--- config.mk ---
export PLATFORM = sky130hd
export DESIGN_NAME = ldst_data_fmt
export DESIGN_NICKNAME = d
export VERILOG_FILES = /design/src/rtl/ldfmt_pkg.sv /design/src/rtl/ldfmt_lane_swap.sv /design/src/rtl/ldfmt_sign_widen.sv /design/src/rtl/ldst_data_fmt.sv
export SDC_FILE = /design/constraint.sdc
export NUM_CORES = 1
export LEC_CHECK = 0
export ABC_CLOCK_PERIOD_IN_PS = 5400
export BUFFER_PORTS_ARGS = -buffer_cell sky130_fd_sc_hd__buf_2
export CAP_MARGIN = 10
export CORE_AREA = 3 3 99 101
export DETAILED_ROUTE_END_ITERATION = 12
export DIE_AREA = 0 0 102 104
export PLACE_DENSITY = 0.78
export SLEW_MARGIN = 30
export SYNTH_ARGS = -nofsm -noshare
export SYNTH_HDL_FRONTEND = slang
export SYNTH_SLANG_ARGS = --single-unit
export TNS_END_PERCENT = 10
--- constraint.sdc ---
create_clock -name vclk -period 5.4
set_clock_uncertainty 0.1 [all_clocks]
set_input_delay 0.54 -clock vclk [all_inputs]
set_output_delay 0.54 -clock vclk [all_outputs]
set_load 0.005 [all_outputs]
--- src/rtl/ldfmt_pkg.sv ---
// Shared widths and length codes for the load/store data formatter.
// Assumes byte-addressed data words whose width is a power-of-two number of bytes.
package ldfmt_pkg;
    localparam int DATA_W  = 64;
    localparam int LEN_W   = 4;
    localparam int HALF_W  = 16;
    localparam int WORD_W  = 32;
    localparam int NBYTES  = DATA_W / 8;
    localparam int NSIZES  = $clog2(NBYTES);
    localparam logic [LEN_W-1:0] LEN_HALF = LEN_W'(HALF_W / 8);
    localparam logic [LEN_W-1:0] LEN_ONE  = LEN_W'(1);
endpackage

--- src/rtl/ldfmt_lane_swap.sv ---
// Byte-lane reversal sized by an access length in bytes.
// For a supported power-of-two length n > 1, the low n bytes are mirrored and
// the upper bytes are cleared. Length 1, unsupported lengths, and a clear
// enable all pass the word through untouched. Purely combinational.
module ldfmt_lane_swap
    import ldfmt_pkg::*;
#(
    parameter int WIDTH = DATA_W
) (
    input  logic [WIDTH-1:0] din,
    input  logic [LEN_W-1:0] len,
    input  logic             en,
    output logic [WIDTH-1:0] dout
);
    localparam int NB  = WIDTH / 8;
    localparam int NSZ = $clog2(NB);

    logic [NSZ:1][WIDTH-1:0] cand;

    // One mirrored candidate per supported size 2, 4, ..., NB.
    for (genvar g = 1; g <= NSZ; g++) begin : gen_sz
        localparam int SZ = 1 << g;
        for (genvar b = 0; b < NB; b++) begin : gen_byte
            if (b < SZ) begin : gen_take
                assign cand[g][8*b +: 8] = din[8*(SZ-1-b) +: 8];
            end else begin : gen_zero
                assign cand[g][8*b +: 8] = 8'h00;
            end
        end
    end

    // Pick the candidate whose size matches the access length; default passes through.
    always_comb begin
        dout = din;
        if (en) begin
            for (int g = 1; g <= NSZ; g++) begin
                if (len == LEN_W'(1 << g)) dout = cand[g];
            end
        end
    end

    // Guard the edge cases of the selector next to it.
    always_comb begin

        if (!en) swap_off_pass_chk: assert (dout == din);

        if (en && len == LEN_ONE) swap_len1_ident_chk: assert (dout == din);

        if (en && len == LEN_HALF)
            swap_half_shape_chk: assert (dout[WIDTH-1:16] == '0 && dout[7:0] == din[15:8]
                                         && dout[15:8] == din[7:0]);

        if (en && len == LEN_W'(3)) swap_badlen_pass_chk: assert (dout == din);
    end
endmodule

--- src/rtl/ldfmt_sign_widen.sv ---
// Sign extension for load results. When enabled, a length of two bytes
// extends from bit 15 and any other length extends from bit 31. Assumes the
// input has already been byte-ordered. Purely combinational.
module ldfmt_sign_widen
    import ldfmt_pkg::*;
#(
    parameter int WIDTH = DATA_W
) (
    input  logic [WIDTH-1:0] din,
    input  logic [LEN_W-1:0] len,
    input  logic             sext,
    output logic [WIDTH-1:0] dout
);
    localparam int UP_H = WIDTH - HALF_W;
    localparam int UP_W = WIDTH - WORD_W;

    // Choose the extension width from the length, or pass through.
    always_comb begin
        if (!sext)
            dout = din;
        else if (len == LEN_HALF)
            dout = {{UP_H{din[HALF_W-1]}}, din[HALF_W-1:0]};
        else
            dout = {{UP_W{din[WORD_W-1]}}, din[WORD_W-1:0]};
    end

    // Upper bits must be uniform and the low part must be kept.
    always_comb begin

        if (sext && len == LEN_HALF)
            widen_half_chk: assert (dout[HALF_W-1:0] == din[HALF_W-1:0] &&
                ($countones(dout[WIDTH-1:HALF_W]) == (din[HALF_W-1] ? UP_H : 0)));

        if (sext && len != LEN_HALF)
            widen_word_chk: assert (dout[WORD_W-1:0] == din[WORD_W-1:0] &&
                ($countones(dout[WIDTH-1:WORD_W]) == (din[WORD_W-1] ? UP_W : 0)));

        if (!sext) widen_off_chk: assert (dout == din);
    end
endmodule

--- src/rtl/ldst_data_fmt.sv ---
// Load/store data formatter. The load path reverses the memory data and then
// sign-extends it. The store path reverses the register operand before it goes
// to memory. Assumes a single shared length and reverse flag for the operation
// in flight. No state, no clock.
module ldst_data_fmt
    import ldfmt_pkg::*;
(
    input  logic [DATA_W-1:0] mem_rd_data,
    input  logic [DATA_W-1:0] reg_st_data,
    input  logic [LEN_W-1:0]  acc_len,
    input  logic              swap_en,
    input  logic              sext_en,
    output logic [DATA_W-1:0] ld_result,
    output logic [DATA_W-1:0] st_mem_data
);
    logic [DATA_W-1:0] ld_swapped;

    // Load: reverse after the memory port.
    ldfmt_lane_swap #(.WIDTH(DATA_W)) u_ld_swap (
        .din (mem_rd_data),
        .len (acc_len),
        .en  (swap_en),
        .dout(ld_swapped)
    );

    // Load: extend the reversed value.
    ldfmt_sign_widen #(.WIDTH(DATA_W)) u_ld_widen (
        .din (ld_swapped),
        .len (acc_len),
        .sext(sext_en),
        .dout(ld_result)
    );

    // Store: reverse before the memory port.
    ldfmt_lane_swap #(.WIDTH(DATA_W)) u_st_swap (
        .din (reg_st_data),
        .len (acc_len),
        .en  (swap_en),
        .dout(st_mem_data)
    );

    // Ordering and path-separation checks across the submodules.
    always_comb begin

        if (swap_en && sext_en && acc_len == LEN_HALF)
            swap_then_extend_chk: assert (ld_result[15:0] == {mem_rd_data[7:0], mem_rd_data[15:8]}
                                          && ld_result[DATA_W-1] == mem_rd_data[7]);

        if (!swap_en) store_pass_chk: assert (st_mem_data == reg_st_data);
    end
endmodule

* After elaboration in Yosys (flattened, before gate mapping)
Cells that the tools add are included.
** Cells by class
- Equality and inequality tests :: 3
- Multiplexer cells :: 10
** Operator list (number)
- $mux W64 :: 10
- $eq A4 B2 Y1 const B :: 1
- $eq A4 B3 Y1 const B :: 1
- $eq A4 B4 Y1 const B :: 1
** Storage, ports and cells
- Register bits after elaboration :: 0
- Input bits :: 134
- Output and inout bits :: 128
- Word-level logic and storage cells :: 13

* Logic depth before layout (Yosys ltp)
Gate-level depths: netlist of the first run.
- Depth after elaboration :: 7
- Depth in mapped cells :: 7
- Mapped depth without buffers :: 4

* Hierarchy
A second synthesis of the first run with hierarchy kept.
** Unflattened totals
- Cells, all modules :: 444
- Area total of the unflattened synthesis :: 3435.8 um^2
** By module, submodules not included
- ldfmt_lane_swap :: times used 2, cells an instance 166, area an instance 1398.8 um^2
- ldfmt_sign_widen :: times used 1, cells an instance 112, area an instance 638.1 um^2

* Least setup slack after synthesis of the first run
No wires, ideal clock.
- Kind :: input-to-output
- Start point :: input port acc_len[3]
- End point :: output port ld_result[33]
- Arrival :: 2017 ps
- Required time :: 4760 ps
- Path slack :: 2743 ps
- Stages on the path :: 6
- Path through :: buf_2 > or3b_1 > o221a_1 > o41ai_4 > buf_6 > o32ai_1
** Between the ends
- Longest elaborated chain between the ends :: 7
- Elaborated cells between the ends (all ways) :: 9
- Classes of those cells :: 3 x eq/ne; 6 x mux
** RTL lines
- start: declaration :: line ldst_data_fmt.sv:10 : input logic [LEN_W-1:0] acc_len,
- $eq A4 B2 Y1
- $mux W64 (3 in series) :: line ldfmt_lane_swap.sv:37 : if (len == LEN_W'(1 << g)) dout = cand[g];
- $mux W64 :: line ldfmt_lane_swap.sv:35 : if (en) begin
- $mux W64 :: line ldfmt_sign_widen.sv:21 : else if (len == LEN_HALF)
- $mux W64 * :: line ldfmt_sign_widen.sv:19 : if (!sext)
- end: declaration :: line ldst_data_fmt.sv:13 : output logic [DATA_W-1:0] ld_result,
Mark *: on every way between the ends. The rest lies on a longest branch, timed or not.

* Worst setup path after layout of the first run
- Start point :: input port acc_len[3]
- End point :: output port ld_result[45]
Same word-level chain as after synthesis.

==> results of run 1 <==
[cell families (layout without fill, tap and decap cells)]
group | Yosys count | after routing
AO/OA/AOI/OAI | 214 | 214
buffers and inverters | 79 | 292
AND/OR/NAND/NOR | 67 | 67
multiplexers | 31 | 31
XOR/XNOR | 1 | 1
[per-stage QoR]
stage	utilization, %	instance area, um2	instances	hold WS, ns	setup slack, ns
after detailed placement	45.07	4105	715	1.280	1.837
after global routing	45.37	4133	716	1.295	1.700
after CTS	45.07	4105	715	1.280	1.829
after global placement	44.95	4094	715	1.274	1.891
after floorplan	-	2810	392	1.078	2.743
final	45.37	4133	716	1.280	1.836
[final cells by class]
| cell class | count | area [um2] |
|---|---|---|
| fill | 922 | 4976 |
| inverter | 19 | 71.32 |
| multi-input combinational | 313 | 2509 |
| tap | 111 | 138.9 |
| timing repair buffer | 273 | 1414 |
[routing by layer]
layer | up-vias | track usage, %
met1 | 2080 | 28.15
met2 | 342 | 42.15
met3 | 50 | 3.689
met4 | 0 | 8.903
met5 | - | 0
li1 | 2063 | -
[worst max-delay path, stage by stage]
cell     delay [ns]
buf_2          0.17
or4b_4         0.61
nor2_4         0.61
o41ai_4        0.15
buf_4          0.27
o32ai_1        0.37
buf_2          0.19
[power by group through the flow]
| stage | sequential (mW) | combinational [mW] | clock [mW] |
|---|---|---|---|
| floorplan | 0 | 0.171 | 0 |
| global placement | 0 | 0.347 | 0 |
| detailed placement | 0 | 0.354 | 0 |
| CTS | 0 | 0.355 | 0 |
| global route | 0 | 0.388 | 0 |
| finish | 0 | 0.359 | 0 |
[synthesized netlist by cell type (2+ instances only)]
library cell and count:
buf_2 30, a21oi_1 2, nand2b_1 2, buf_6 3
clkbuf_1 27, o21ai_0 2, a22o_1 32, nor2_1 33
a222oi_1 16, a22oi_1 48, nor2b_1 2, inv_1 19
mux2i_1 31, a21o_1 30, nor3_1 2, o32ai_1 32
a211oi_1 30, a221oi_1 15, nand2_1 16
[worst paths after layout]
check / to / slack [ns] / cells after the start
max: ld_result[45] / 1.84 / 7
min: st_mem_data[47] / 1.28 / 3
==> results.cfg, run 1 <==
[status]
status = completed

[placement]
dpl.hpwl_mm = 11.09
place_congestion = 0.9775
port_buffers = 262

[global_routing]
overflow = 0
grt_pass1_vias = 4149
grt.total_usage_pct = 23.78
grt_max_degree = 95
grt_pass1_wl_mm = 21.16
antenna_found_initial = 0

[detailed_routing]
dr_wl_met3_mm = 1.499
initialDrtViolationCount = 358
via_per_inst = 6.334
drtAntennaViolNets = 0
drc_errors = 0
vias = 4535
wl_met2_mm = 6.987
m1WireLength_mm = 5.166
top_layer = met4
wl_per_cell_um = 19.82
drt-total-wl_mm = 14.19
drt_first_pass_iters = 6

[timing]
drv_slew = 0
worstMarginPinSlew_ns = 0.8832
period_minus_slack_ns = 3.564
hold_viol_final = 0
fin_crit_sh_pct = 66.00
rsz0062_at_grt = no
max-slew-margin-rel_pct = 41.12
setup_viol = 0
tns_ns = 0
fmax_mhz = 280.6

[floorplan]
fp-row-count = 35
dieArea_um2 = 10610
start_util_pct = 30.85
design.core.area_um2 = 9109
dieWidth_um = 102
ios = 262
die_h_um = 104

[power]
power.density_nw_per_um2 = 86.76
switching_share_pct = 52.71
switchingPower_mw = 0.1890
clkPwrFrac_pct = 0
p_comb_share_pct = 100.0
vdd_drop_max_mv = 0.04108
pwr-share-seq_pct = 0
p_leak_nw = 2.216
internal_power_mw = 0.1695
p_total_mw = 0.3586

[synth]
synth_top_family_by_area = compound AO/OA/AOI/OAI gates
synth_simple_gate_area_share_pct = 12.47
synthMuxAreaShare_pct = 11.04
syn-mean-instance-area_um2 = 7.169
synth_compound_area_share_pct = 63.49
yosysTopAreaCell = a22oi_1
yosys.area.top_type_share_pct = 12.82
synthCells = 392
synth_area_leaders = a22oi_1 (13%), mux2i_1 (11%), a22o_1 (10%)
syn-cell-area_um2 = 2810
synth_fa_ha_area_share_pct = 0
synth-xor-area-share_pct = 0.3117
ys_types = 39
ys_seq_area_share_pct = 0
yosysWarnings = 0
syn-num-nets = 526

[clock_network]
post_cts_resized = 0
hold_buffers = 0
post_cts_buffers = 0

[setup_path]
crit_fanout = 33
worstPathArrival_ns = 2.92
crit_start = acc_len[3]
cp-start-kind = input port
cp.required_ns = 4.76
cp-end-kind = primary output
crit_type = in -> out

[final_layout]
n_clock_buffer = 0
drive_gt1_share_pct = 47.60
final_common_cell = buf_2
final_cell_mix = buf_2 (262), a22oi_1 (48), a22o_1 (32), o32ai_1 (32)
syn2layout_area_growth_pct = 47.06
num-nets-final = 741
regArea_um2 = 0
num_antenna_cells = 0
seq_cells = 0

[hold_path]
min_from = reg_st_data[47]
hold_path.class = in -> out

[job]
max-cap-violations = 0
No activity file was read; power rests on OpenSTA's default activity.
==> run 2, diff against run 1 <==
--- a/config.mk
+++ b/config.mk
@@ -5,13 +5,14 @@
 export SDC_FILE = /design/constraint.sdc
 export NUM_CORES = 1
 export LEC_CHECK = 0
-export ABC_CLOCK_PERIOD_IN_PS = 5400
+export ABC_AREA = 1
+export ABC_CLOCK_PERIOD_IN_PS = 2900
 export BUFFER_PORTS_ARGS = -buffer_cell sky130_fd_sc_hd__buf_2
 export CAP_MARGIN = 10
-export CORE_AREA = 3 3 99 101
+export CORE_AREA = 3 3 100 102
 export DETAILED_ROUTE_END_ITERATION = 12
-export DIE_AREA = 0 0 102 104
-export PLACE_DENSITY = 0.78
+export DIE_AREA = 0 0 103 105
+export PLACE_DENSITY = 0.81
 export SLEW_MARGIN = 30
 export SYNTH_ARGS = -nofsm -noshare
 export SYNTH_HDL_FRONTEND = slang
==> constraint.sdc (replaced) <==
create_clock -name vclk -period 2.9
set_clock_uncertainty 0.1 [all_clocks]
set_input_delay 0.29 -clock vclk [all_inputs]
set_output_delay 0.29 -clock vclk [all_outputs]
set_load 0.005 [all_outputs]
==> run 2 against run 1 <==
  * Flip-flop and latch count unchanged
  * Die area grew 2.0%
  * First-iteration DRC count rose by 10%
  * Combinational power rose by 89%
==> results.cfg, run 2 <==
[setup_path]
cp-end-kind = primary output
crit_chain = buf_2 > inv_1 > nand3_1 > nand3_2 > nand2_4 > nand2_1 > nand2_1 > nand2_1 > nand2_2 > nand2_1 > buf_2
crit_fanout = 32
cp.required_ns = 2.51
worst_path_most_repeated_cell = nand2_1
max_stage_delay_ns = 0.43
cp-start-kind = input port
worstPathArrival_ns = 2.14
crit_slowest_cell = nand2_2
endpoint = ld_result[46]
crit_type = in -> out
crit_start = acc_len[3]

[floorplan]
die_h_um = 105
fp-row-count = 35
ios = 262
start_util_pct = 31.89
design.core.area_um2 = 9196
dieArea_um2 = 10820
dieWidth_um = 103

[final_layout]
final_common_cell = buf_2
drive_gt1_share_pct = 34.31
syn2layout_area_growth_pct = 46.76
regArea_um2 = 0
stdcell_area_um2 = 4304
layout.cells.non_filler = 968
final_cell_mix = buf_2 (262), nand2_1 (238), o21ai_0 (96)
utilization_pct = 46.80
seq_cells = 0
num_antenna_cells = 0
n_clock_buffer = 0
num-nets-final = 993
fill_cells = 1039

[global_routing]
grt_max_degree = 70
antenna_found_initial = 0
grt_pass1_wl_mm = 24.52
overflow = 0
grt.total_usage_pct = 27.88
grt_pass1_vias = 4909

[detailed_routing]
drc_errors = 0
via_per_inst = 5.499
drtAntennaViolNets = 0
wl_per_cell_um = 16.80
vias = 5323
initialDrtViolationCount = 395
drt_first_pass_iters = 6
drt-total-wl_mm = 16.27

[timing]
fin_crit_sh_pct = 87.27
tns_ns = 0
layout_setup_ws_ns = 0.3691
hold_viol_final = 0
worstMarginPinSlew_ns = 0.6223
max-slew-margin-rel_pct = 58.51
period_minus_slack_ns = 2.531
fmax_mhz = 395.1
drv_slew = 0
setup_viol = 0
rsz0062_at_grt = no

[placement]
placed_cells = 968
port_buffers = 262
place_congestion = 0.9796
place_area_um2 = 4302
post-place-ws_ns = 0.3940
dpl.hpwl_mm = 12.92

[synth]
syn-num-nets = 764
ys_types = 22
syn-mean-instance-area_um2 = 4.655
yosys.area.top_type_share_pct = 30.46
synthCells = 630
ys_seq_area_share_pct = 0
synth_most_common_cell = nand2_1
yosysTopAreaCell = nand2_1
syn-cell-area_um2 = 2933
yosysWarnings = 0
synth_area_leaders = nand2_1 (30%), o21ai_0 (16%), a32oi_1 (13%)
synth_common_cells = nand2_1 (238), o21ai_0 (96), inv_1 (92)

[power]
vdd_drop_max_mv = 0.1018
power.density_nw_per_um2 = 157.2
p_leak_nw = 2.787

[status]
status = completed

[clock_network]
post_cts_buffers = 0

[job]
max-cap-violations = 0

[hold_path]
hold_path.class = in -> out
## run 2: worst min-delay path by stage
stage	slack, ns	end	cells past startpoint	start
after floorplan	0.58	st_mem_data[58]	2	reg_st_data[58]
after global placement	0.77	st_mem_data[40]	4	reg_st_data[40]
after detailed placement	0.77	st_mem_data[24]	4	reg_st_data[32]
after CTS	0.77	st_mem_data[24]	4	reg_st_data[32]
after global routing	0.80	st_mem_data[40]	4	reg_st_data[40]
final	0.78	st_mem_data[58]	4	reg_st_data[58]
## run 2: layer usage
metal | share of wire, % | track usage (%) | vias to the layer above
met4 | 4.3 | 9.806 | 0
met1 | 34 | 29.57 | 2349
li1 | - | - | 2545
met3 | 10 | 4.673 | 60
met2 | 52 | 53.30 | 369
met5 | 0 | 0 | -
## run 2: cell type report
cell class                      count  area, um2  share of cell area [%]
Timing Repair Buffer              281       1466                   34.07
Inverter                           96      362.8                   8.430
Multi-Input combinational cell    480       2336                   54.27
Tap cell                          111      138.9                   3.227
## run 2: cells by family after synthesis
family / synth area share (%)
buf+inv: 20.65
compound gates: 32.85
simple gates: 46.50
## run 2: repair_timing
action | in CTS | in global routing
hold buffers | 0 | 0
gates resized for setup | 0 | 1
endpoints found under the setup margin | 0 | 2
## run 2: critical path, delay by kind of cell
family / cells / cell delay, ns
AND/OR/NAND/NOR: 8 / 1.54
buffers and inverters: 3 / 0.29
## run 2: through the flow
step | power (mW) | hold WS [ns]
global route | 0.7562 | 0.8011
finish | 0.6766 | 0.7755
floorplan | 0.3323 | 0.5822
detailed placement | 0.6719 | 0.7697
global placement | 0.6669 | 0.7716
CTS | 0.6744 | 0.7736
## run 2: power breakdown
group,leakage (nW),switching [mW],internal [mW]
clock,0,0,0
sequential,0,0,0
combinational,2.79,0.391,0.286
total,2.79,0.391,0.286
